## src/rtl/lockstep_pkg.sv

```systemverilog
// Package: shared defaults and width helpers for the lockstep comparator.
// Assumes the data bus is a whole number of bytes wide.
package lockstep_pkg;

    localparam int unsigned LS_SKEW   = 2;
    localparam int unsigned LS_ADDR_W = 32;
    localparam int unsigned LS_DATA_W = 32;
    localparam int unsigned LS_IN_W   = 32;
    localparam int unsigned LS_CNT_W  = 32;

    // Width of the packed {addr, wdata, we, strb} bus.
    function automatic int unsigned ls_bus_width(input int unsigned aw, input int unsigned dw);
        return aw + dw + 1 + dw / 8;
    endfunction

endpackage

```

## src/rtl/ls_delay_line.sv

```systemverilog
// Module: fixed-depth register pipeline with synchronous zeroing reset.
// Assumes DEPTH >= 1; dout presents din from DEPTH cycles earlier.
module ls_delay_line #(
    parameter int unsigned WIDTH = 8,
    parameter int unsigned DEPTH = 2
) (
    input  logic             clk,
    input  logic             rst_n,
    input  logic [WIDTH-1:0] din,
    output logic [WIDTH-1:0] dout
);

    logic [WIDTH-1:0] stage_q [DEPTH];

    // Shift the pipeline by one stage every cycle; clear it on reset.
    always_ff @(posedge clk) begin
        if (!rst_n) begin
            for (int s = 0; s < DEPTH; s++) begin
                stage_q[s] <= '0;
            end
        end else begin
            stage_q[0] <= din;
            for (int s = 1; s < DEPTH; s++) begin
                stage_q[s] <= stage_q[s-1];
            end
        end
    end

    assign dout = stage_q[DEPTH-1];

endmodule

```

## src/rtl/ls_compare.sv

```systemverilog
// Module: bitwise comparator with single-bit fault injection on the checker side.
// Assumes ref_bus and chk_bus already belong to the same instruction; cmp_en
// gates the result while the delay pipelines still hold reset values.
module ls_compare #(
    parameter int unsigned BUS_W = 35,
    localparam int unsigned SEL_W = $clog2(BUS_W)
) (
    input  logic             cmp_en,
    input  logic [BUS_W-1:0] ref_bus,
    input  logic [BUS_W-1:0] chk_bus,
    input  logic             inj_en,
    input  logic [SEL_W-1:0] inj_sel,
    output logic [BUS_W-1:0] diff,
    output logic             mismatch
);

    logic [BUS_W-1:0] inj_mask;
    logic [BUS_W-1:0] chk_eff;

    // One decoder slice per bus bit; selectors past the top match nothing.
    for (genvar i = 0; i < BUS_W; i++) begin : g_inj
        assign inj_mask[i] = inj_en && (inj_sel == SEL_W'(i));
    end

    // Apply the injection mask and form the gated difference.
    always_comb begin
        chk_eff  = chk_bus ^ inj_mask;
        diff     = ref_bus ^ chk_eff;
        mismatch = cmp_en && (diff != '0);
    end

endmodule

```

## src/rtl/ls_fault_latch.sv

```systemverilog
// Module: sticky mismatch flag, cycle counter and first-mismatch capture.
// Assumes a one-cycle clear pulse; a mismatch in the clear cycle wins over the clear.
module ls_fault_latch #(
    parameter int unsigned BUS_W = 35,
    parameter int unsigned CNT_W = 32
) (
    input  logic             clk,
    input  logic             rst_n,
    input  logic             mismatch,
    input  logic [BUS_W-1:0] diff,
    input  logic             clr,
    output logic             flag,
    output logic [CNT_W-1:0] cap_cycle,
    output logic [BUS_W-1:0] cap_diff
);

    logic [CNT_W-1:0] cyc_q;
    logic             load;

    // Free-running cycle count since reset release, wrapping at its width.
    always_ff @(posedge clk) begin
        if (!rst_n) begin
            cyc_q <= '0;
        end else begin
            cyc_q <= cyc_q + 1'b1;
        end
    end

    // Capture loads on a first mismatch, or on any mismatch in a clear cycle.
    always_comb begin
        load = mismatch && (clr || !flag);
    end

    // Sticky flag: set by mismatch, released only by a clear without mismatch.
    always_ff @(posedge clk) begin
        if (!rst_n) begin
            flag <= 1'b0;
        end else if (clr) begin
            flag <= mismatch;
        end else if (mismatch) begin
            flag <= 1'b1;
        end
    end

    // Capture register: holds the first mismatch until cleared.
    always_ff @(posedge clk) begin
        if (!rst_n) begin
            cap_cycle <= '0;
            cap_diff  <= '0;
        end else if (load) begin
            cap_cycle <= cyc_q;
            cap_diff  <= diff;
        end else if (clr) begin
            cap_cycle <= '0;
            cap_diff  <= '0;
        end
    end

endmodule

```

## src/rtl/lockstep_cmp.sv

```systemverilog
// Module: top of the delayed lockstep comparator.
// Delays the primary inputs toward the checker core and the primary outputs
// toward the comparator by SKEW cycles, then latches any difference.
// Assumes both cores are identical and deterministic for identical inputs.
module lockstep_cmp
    import lockstep_pkg::*;
#(
    parameter int unsigned ADDR_W = LS_ADDR_W,
    parameter int unsigned DATA_W = LS_DATA_W,
    parameter int unsigned IN_W   = LS_IN_W,
    parameter int unsigned CNT_W  = LS_CNT_W,
    parameter int unsigned SKEW   = LS_SKEW,
    localparam int unsigned STRB_W = DATA_W / 8,
    localparam int unsigned BUS_W  = ls_bus_width(ADDR_W, DATA_W),
    localparam int unsigned SEL_W  = $clog2(BUS_W)
) (
    input  logic              clk,
    input  logic              rst_n,
    input  logic [IN_W-1:0]   pri_in,
    output logic [IN_W-1:0]   chk_in_o,
    input  logic [ADDR_W-1:0] pri_addr,
    input  logic [DATA_W-1:0] pri_wdata,
    input  logic              pri_we,
    input  logic [STRB_W-1:0] pri_strb,
    input  logic [ADDR_W-1:0] chk_addr,
    input  logic [DATA_W-1:0] chk_wdata,
    input  logic              chk_we,
    input  logic [STRB_W-1:0] chk_strb,
    input  logic              inj_en,
    input  logic [SEL_W-1:0]  inj_sel,
    input  logic              err_clr,
    output logic              err_flag,
    output logic              irq,
    output logic [CNT_W-1:0]  cap_cycle,
    output logic [BUS_W-1:0]  cap_diff
);

    logic [BUS_W-1:0] pri_bus;
    logic [BUS_W-1:0] pri_bus_dly;
    logic [BUS_W-1:0] chk_bus;
    logic [BUS_W-1:0] cmp_diff;
    logic             cmp_mis;
    logic             pipe_valid;

    // Pack both output buses with strobes at the low end.
    always_comb begin
        pri_bus = {pri_addr, pri_wdata, pri_we, pri_strb};
        chk_bus = {chk_addr, chk_wdata, chk_we, chk_strb};
    end

    ls_delay_line #(.WIDTH(IN_W), .DEPTH(SKEW)) u_in_dly (
        .clk  (clk),
        .rst_n(rst_n),
        .din  (pri_in),
        .dout (chk_in_o)
    );

    ls_delay_line #(.WIDTH(BUS_W), .DEPTH(SKEW)) u_out_dly (
        .clk  (clk),
        .rst_n(rst_n),
        .din  (pri_bus),
        .dout (pri_bus_dly)
    );

    ls_delay_line #(.WIDTH(1), .DEPTH(SKEW)) u_vld_dly (
        .clk  (clk),
        .rst_n(rst_n),
        .din  (1'b1),
        .dout (pipe_valid)
    );

    ls_compare #(.BUS_W(BUS_W)) u_cmp (
        .cmp_en  (pipe_valid),
        .ref_bus (pri_bus_dly),
        .chk_bus (chk_bus),
        .inj_en  (inj_en),
        .inj_sel (inj_sel),
        .diff    (cmp_diff),
        .mismatch(cmp_mis)
    );

    ls_fault_latch #(.BUS_W(BUS_W), .CNT_W(CNT_W)) u_latch (
        .clk      (clk),
        .rst_n    (rst_n),
        .mismatch (cmp_mis),
        .diff     (cmp_diff),
        .clr      (err_clr),
        .flag     (err_flag),
        .cap_cycle(cap_cycle),
        .cap_diff (cap_diff)
    );

    assign irq = err_flag;

endmodule

```

## config.mk

```make
export PLATFORM = sky130hd
export DESIGN_NAME = lockstep_cmp
export DESIGN_NICKNAME = d
export VERILOG_FILES = /design/src/rtl/lockstep_pkg.sv /design/src/rtl/ls_delay_line.sv /design/src/rtl/ls_compare.sv /design/src/rtl/ls_fault_latch.sv /design/src/rtl/lockstep_cmp.sv
export SDC_FILE = /design/constraint.sdc
export NUM_CORES = 1
export LEC_CHECK = 0
export CORE_MARGIN = 4
export CORE_UTILIZATION = 55
export DETAILED_ROUTE_END_ITERATION = 8
export GPL_TIMING_DRIVEN = 0
export PLACE_DENSITY = 0.85
export RECOVER_POWER = 25
export SETUP_SLACK_MARGIN = 0.5
export SLEW_MARGIN = 20
export SYNTH_ARGS = -nofsm -noshare
export SYNTH_HDL_FRONTEND = slang
export SYNTH_SLANG_ARGS = --single-unit
```

## constraint.sdc

```tcl
create_clock -name clk -period 8.9 [get_ports clk]
set_clock_uncertainty 0.15 [all_clocks]
set_input_delay 1.78 -clock clk [delete_from_list [all_inputs] [get_ports clk]]
set_output_delay 1.78 -clock clk [all_outputs]
set_load 0.01 [all_outputs]
```

## Word-level counts from Yosys, hierarchy flattened

Memory sizes are Yosys's and may differ from the RTL's.
Cells that the tools add are included.

- Output and inout port bits: 135
- Memories: 3
- Bits of input ports: 181
- Bits in registers: 134
- Logic and storage cells: 175
- Bits in writable memories: 204

Memories:

| name | depth | width | read ports | clocked after Yosys merged registers in | wr ports | line | text |
|---|---|---|---|---|---|---|---|
| u_out_dly.stage_q | 2 | 69 | 2 | 0 | 2 | ls_delay_line.sv:13 | `logic [WIDTH-1:0] stage_q [DEPTH];` |
| u_in_dly.stage_q | 2 | 32 | 2 | 0 | 2 | ls_delay_line.sv:13 |  |
| u_vld_dly.stage_q | 2 | 1 | 2 | 0 | 2 | ls_delay_line.sv:13 |  |

- Multiplexer cells: 14
- Equality and inequality tests: 68
- Add/subtract/negate cells: 1
- Reduce and logical (&&, ||, !) cells: 77
- Bitwise logic cells: 8

Operators by type and width:

| kind | count |
|---|---|
| 2-to-1 mux 69 bit | 4 |
| == test 7 x 6 -> 1 bit (second input constant) | 32 |
| bitwise XOR 69 bit | 2 |
| 2-to-1 mux 32 bit | 4 |
| == test 7 x 5 -> 1 bit (second input constant) | 16 |
| logical AND 1 bit | 71 |
| nonzero test 69 bit | 1 |
| == test 7 x 4 -> 1 bit (second input constant) | 8 |
| == test 7 bit (second input constant) | 5 |
| adder 32 x 1 -> 32 bit (second input constant) | 1 |
| == test 7 x 3 -> 1 bit (second input constant) | 4 |
| == test 7 x 2 -> 1 bit (second input constant) | 2 |
| == test 7 x 1 -> 1 bit (second input constant) | 1 |
| zero test 7 bit | 1 |
| 2-to-1 mux 1 bit | 6 |
| bitwise OR 1 bit | 6 |
| nonzero test 2 bit | 2 |
| zero test 1 bit | 1 |
| logical OR 1 bit | 1 |

## Logic depth before layout (Yosys ltp)

- Depth in word-level cells: 8
- Mapped depth: 13
- Depth with buffers taken out: 8

## Hierarchy

A second synthesis with hierarchy kept.

- Cell total of the unflattened synthesis: 1454
- Area, all modules: 13962.1 sq um

Modules (own cells, without submodules):

| module | area each (sq um) | cells each | times used | seq. area each (sq um) |
|---|---|---|---|---|
| ls_fault_latch | 5345.1 | 623 | 1 | 2682.6 |
| ls_delay_line at u_out_dly | 4312.9 | 360 | 1 | 2762.6 |
| ls_compare | 2208.4 | 299 | 1 | 0.0 |
| ls_delay_line at u_in_dly | 2031.9 | 166 | 1 | 1281.2 |
| ls_delay_line at u_vld_dly | 52.6 | 4 | 1 | 40.0 |
| lockstep_cmp | 11.3 | 2 | 1 | 0.0 |

## Worst setup path before layout

Ideal clock, no wire load.

- Path type: input port to flip-flop
- Start point: input inj_sel[6]
- End point: register u_latch.cap_diff[18]
- Setup time: 121 ps
- Buffers on the path: 2
- Slack: 4394 ps
- Required time: 8629 ps
- Cell stages on the path: 10
- Arrival: 4235 ps
- Cell sequence: buf_2 -> nor3b_1 -> nand3_1 -> xnor2_1 -> or4_1 -> nor4b_2 -> and4_4 -> a211oi_4 -> buf_12 -> mux2_4

- Word-level cells in the longest chain between the ends: 8
- Elaborated cells on any way between the ends: 145
- Those cells by class: eq/ne (68); mux (1); bitwise (2); reduce/logical (74)

Ends and longest elaborated chain:

| element | line | text |
|---|---|---|
| from (decl) | lockstep_cmp.sv:30 | `input logic [SEL_W-1:0] inj_sel,` |
| == test 7 x 1 -> 1 bit (tied with other cells) | ls_compare.sv:22 | `assign inj_mask[i] = inj_en && (inj_sel == SEL_W'(i));` |
| logical AND 1 bit | ls_compare.sv:22 |  |
| bitwise XOR 69 bit (*) | ls_compare.sv:27 | `chk_eff = chk_bus ^ inj_mask;` |
| bitwise XOR 69 bit (*) | ls_compare.sv:28 | `diff = ref_bus ^ chk_eff;` |
| nonzero test 69 bit | ls_compare.sv:29 | `mismatch = cmp_en && (diff != '0);` |
| logical AND 1 bit | ls_compare.sv:29 |  |
| logical AND 1 bit | ls_fault_latch.sv:31 | `load = mismatch && (clr \|\| !flag);` |
| 2-to-1 mux 69 bit / nonzero test 2 bit (equally long branches) | - |  |
| to (signal assigned) | ls_fault_latch.sv:52 | `cap_diff <= diff;` |
| to (decl) | ls_fault_latch.sv:14 | `output logic [BUS_W-1:0] cap_diff` |

Every way passes the cells marked *; elsewhere a longest branch is shown, timed or not.
A chain may end at the register's enable or synchronous reset.

## Worst setup path in the final report

- Start point: input inj_sel[4]
- End point: register u_latch.cap_diff[1]

The elaborated chain is that of the path after synthesis.

==> flow_summary.yaml <==
run_status:
  status: "finished clean"
sta:
  max_clock_freq_mhz: 179
  finalHoldViolations: 0
  rsz0062_at_grt: "no"
  setup_viol: 0
  slew_violations: 0
  hold_slack_ns: 0.280
  min_period_ns: 5.60
  tightestPinTransition_ns: 1.08
  tns_ns: 0
  post-route-period-util_pct: 62.9
  maxSlewHeadroom_pct: 27.5
synth:
  synthCells: 1525
  synth_top_flop_cell: "dfxtp_1"
  synth-async-reset-ratio_pct: 0
  synth_edf_count: 0
  netlist_area_um2: 14800
  ys_seq_area_share_pct: 45.6
  synth_area_per_cell_um2: 9.72
  yosys.cell_types.count: 72
  synth.net_count: 1707
  synth-seq-cells: 338
  yosys_warnings: 0
global_route:
  grt_max_degree: 16
  grt_pass1_wl_um: 68300
  grt_pass1_vias: 12200
  track_usage_pct: 29.8
  overflow: 0
  antenna_found_initial: 1
route:
  post-route-drc-count: 0
  dr.pass1.iters: 5
  wl_per_cell_um: 20.5
  route.vias.total: 12400
  detail-route-antenna-nets: 0
  drtIter0Drc: 1185
  wirelength_um: 45800
  avgViaCountPerCell: 5.53
clocking:
  cts_tree: "yes"
  numCtsBuffers: 35
  post-cts-setup-buffers: 0
  htreeDepth: 2
  path_clk_slew_ns: 0.06
  cts.sinks: 338
  cts_buffer_depth: 3
  cts-root-buf: "clkbuf_16"
  clk_latency_ns: 0.52
  cts_resized: 0
  hold_buffers: 0
die:
  start_util_pct: 56.4
  die_area_um2: 29600
  core-area_um2: 26300
  num_rows: 59
  boundaryPins: 316
  die_w_um: 172
  dieHeight_um: 172
layout:
  layout-drive-gt1-share_pct: 6.58
  syn2layout_area_growth_pct: 31.5
  fill_cells: 1904
  fin_cells: 2236
  design_area_um2: 19500
  final_nets: 2056
critical_path:
  endpoint_kind: "flop"
  critPathLaunchType: "primary input"
  worstSetupPathType: "primary input to flop"
  crit_arrival_ns: 5.87
  required_ns: 9.17
  cp_max_fo: 10
power_and_ir_drop:
  ir_drop_v: 0.000160
  p_leak_uw: 0.00747
  power_density_nw_per_um2: 178
placement:
  dpl-instance-area_um2: 18400
  dp.cells: 2172
  port_buffers: 312
  post-dp-hpwl_um: 35300
  gp_congestion: 0.983
min_path:
  hold_path_class: "flop to flop"
flow_run:
  drv_cap: 0
-- Yosys cell counts, types with 13 or more instances --
master	number	area, um2
xor2_1	61	534
mux2i_1	102	1020
xnor2_1	91	797
dfxtp_1	338	6770
clkbuf_1	80	300
or3_1	13	81.3
a21oi_1	24	120
nor3_1	28	140
and3_1	14	87.6
nor2_1	25	93.8
nand3b_1	107	803
nand3_1	38	190
and2_1	233	1460
o21ai_0	23	115
nand2b_1	13	81.3
nand2_1	124	465
nor3b_1	14	105
buf_4	33	248
-- critical path: stages --
cell and delay, ns:
clkdlybuf4s50_1 0.60, buf_2 0.28, clkbuf_1 0.42, nand4b_1 0.32, nor3_1 0.26, xnor2_1 0.38, o2111ai_1 0.30, nor4_1 0.51
and4_4 0.36, a211oi_4 0.08, buf_12 0.20, buf_12 0.16, mux2i_1 0.21
-- registers in the layout, indices dropped and copies added, names as in the netlist --
name               flops
u_latch.cyc_q         32
u_in_dly.stage_q      64
u_latch.cap_diff      69
u_vld_dly.stage_q      2
u_out_dly.stage_q    138
u_latch.cap_cycle     32
u_latch.flag           1
-- layout by cell type (no fill, tap or decap), drive strengths merged, types with 4 or more instances in the layout --
cell type and n:
nor2 25, nand3 38, and4 5, nor2b 9, o21ai 24, nand2b 13
nor4 11, dfxtp 338, a31oi 6, nand2 124, nand3b 107, or4b 5
nor3b 14, o22ai 9, or3 13, mux2 6, inv 9, dlygate4sd3 57
xor2 61, nand4 10, and2 233, and3 14, a21oi 24, clkbuf 135
o21a 4, xnor2 91, buf 59, clkinv 5, clkdlybuf4s50 255, nor3 29
a211oi 6, mux2i 102, and3b 8
-- power breakdown --
part | internal (uW) | total (uW) | leakage, uW | switching, uW
sequential | 1570 | 1590 | 0.00277 | 23.2
clock | 824 | 1410 | 0.000548 | 589
combinational | 223 | 453 | 0.00415 | 231
-- metrics by stage --
step           util (%)  power, uW  setup WS [ns]
6_report           74.2       3460           3.30
4_1_cts            74.2       3470           3.50
3_5_place_dp       69.9       2070           3.01
2_1_floorplan         -       1860           4.39
3_3_place_gp       69.9       2060           3.06
5_1_grt            74.2       3570           3.22
-- final timing paths --
| kind | startpoint | cells after the start | slack, ns | end |
|---|---|---|---|---|
| worst max-delay path | inj_sel[4] | 13 | 3.30 | u_latch.cap_diff[1] |
| worst min-delay path | u_out_dly.stage_q[0][21] | 1 | 0.28 | u_out_dly.stage_q[0][90] |
| worst max register to register | u_out_dly.stage_q[0][72] | 10 | 5.73 | u_latch.cap_diff[1] |
| worst min register to register | u_out_dly.stage_q[0][21] | 1 | 0.28 | u_out_dly.stage_q[0][90] |
-- area by class of cell --
cell class | count | area (um2) | share of cell area [%]
Tap cell | 335 | 419 | 2.15
Sequential cell | 338 | 6770 | 34.7
Inverter | 8 | 30.0 | 0.154
Antenna cell | 1 | 2.50 | 0.0128
Multi-Input combinational cell | 1040 | 7180 | 36.8
Buffer | 139 | 845 | 4.33
Timing Repair Buffer | 312 | 3120 | 16.0
Clock buffer | 55 | 1060 | 5.45
Clock inverter | 8 | 60.1 | 0.308
-- cell families (layout without fill, tap and decap cells) --
logic type      count (synthesis)  count (layout)  synth area share (%)
simple gates                  678             678                  27.5
xor+xnor                      152             152                  8.98
compound gates                101             101                  4.51
other cells                     0               1                     0
buf+inv                       147             522                  5.90
flops                         338             338                  45.6
fa+ha+maj                       1               1                0.0844
mux                           108             108                  7.37
-- per-layer routing --
layer	global-route usage, %	up-vias	routed length, um
met3	5.88	105	3650
met4	9.09	0	1380
met5	0	-	0
li1	-	5802	-
met2	50.6	576	21900
met1	38.6	5887	18900
Power figures use the tool's default switching activity.
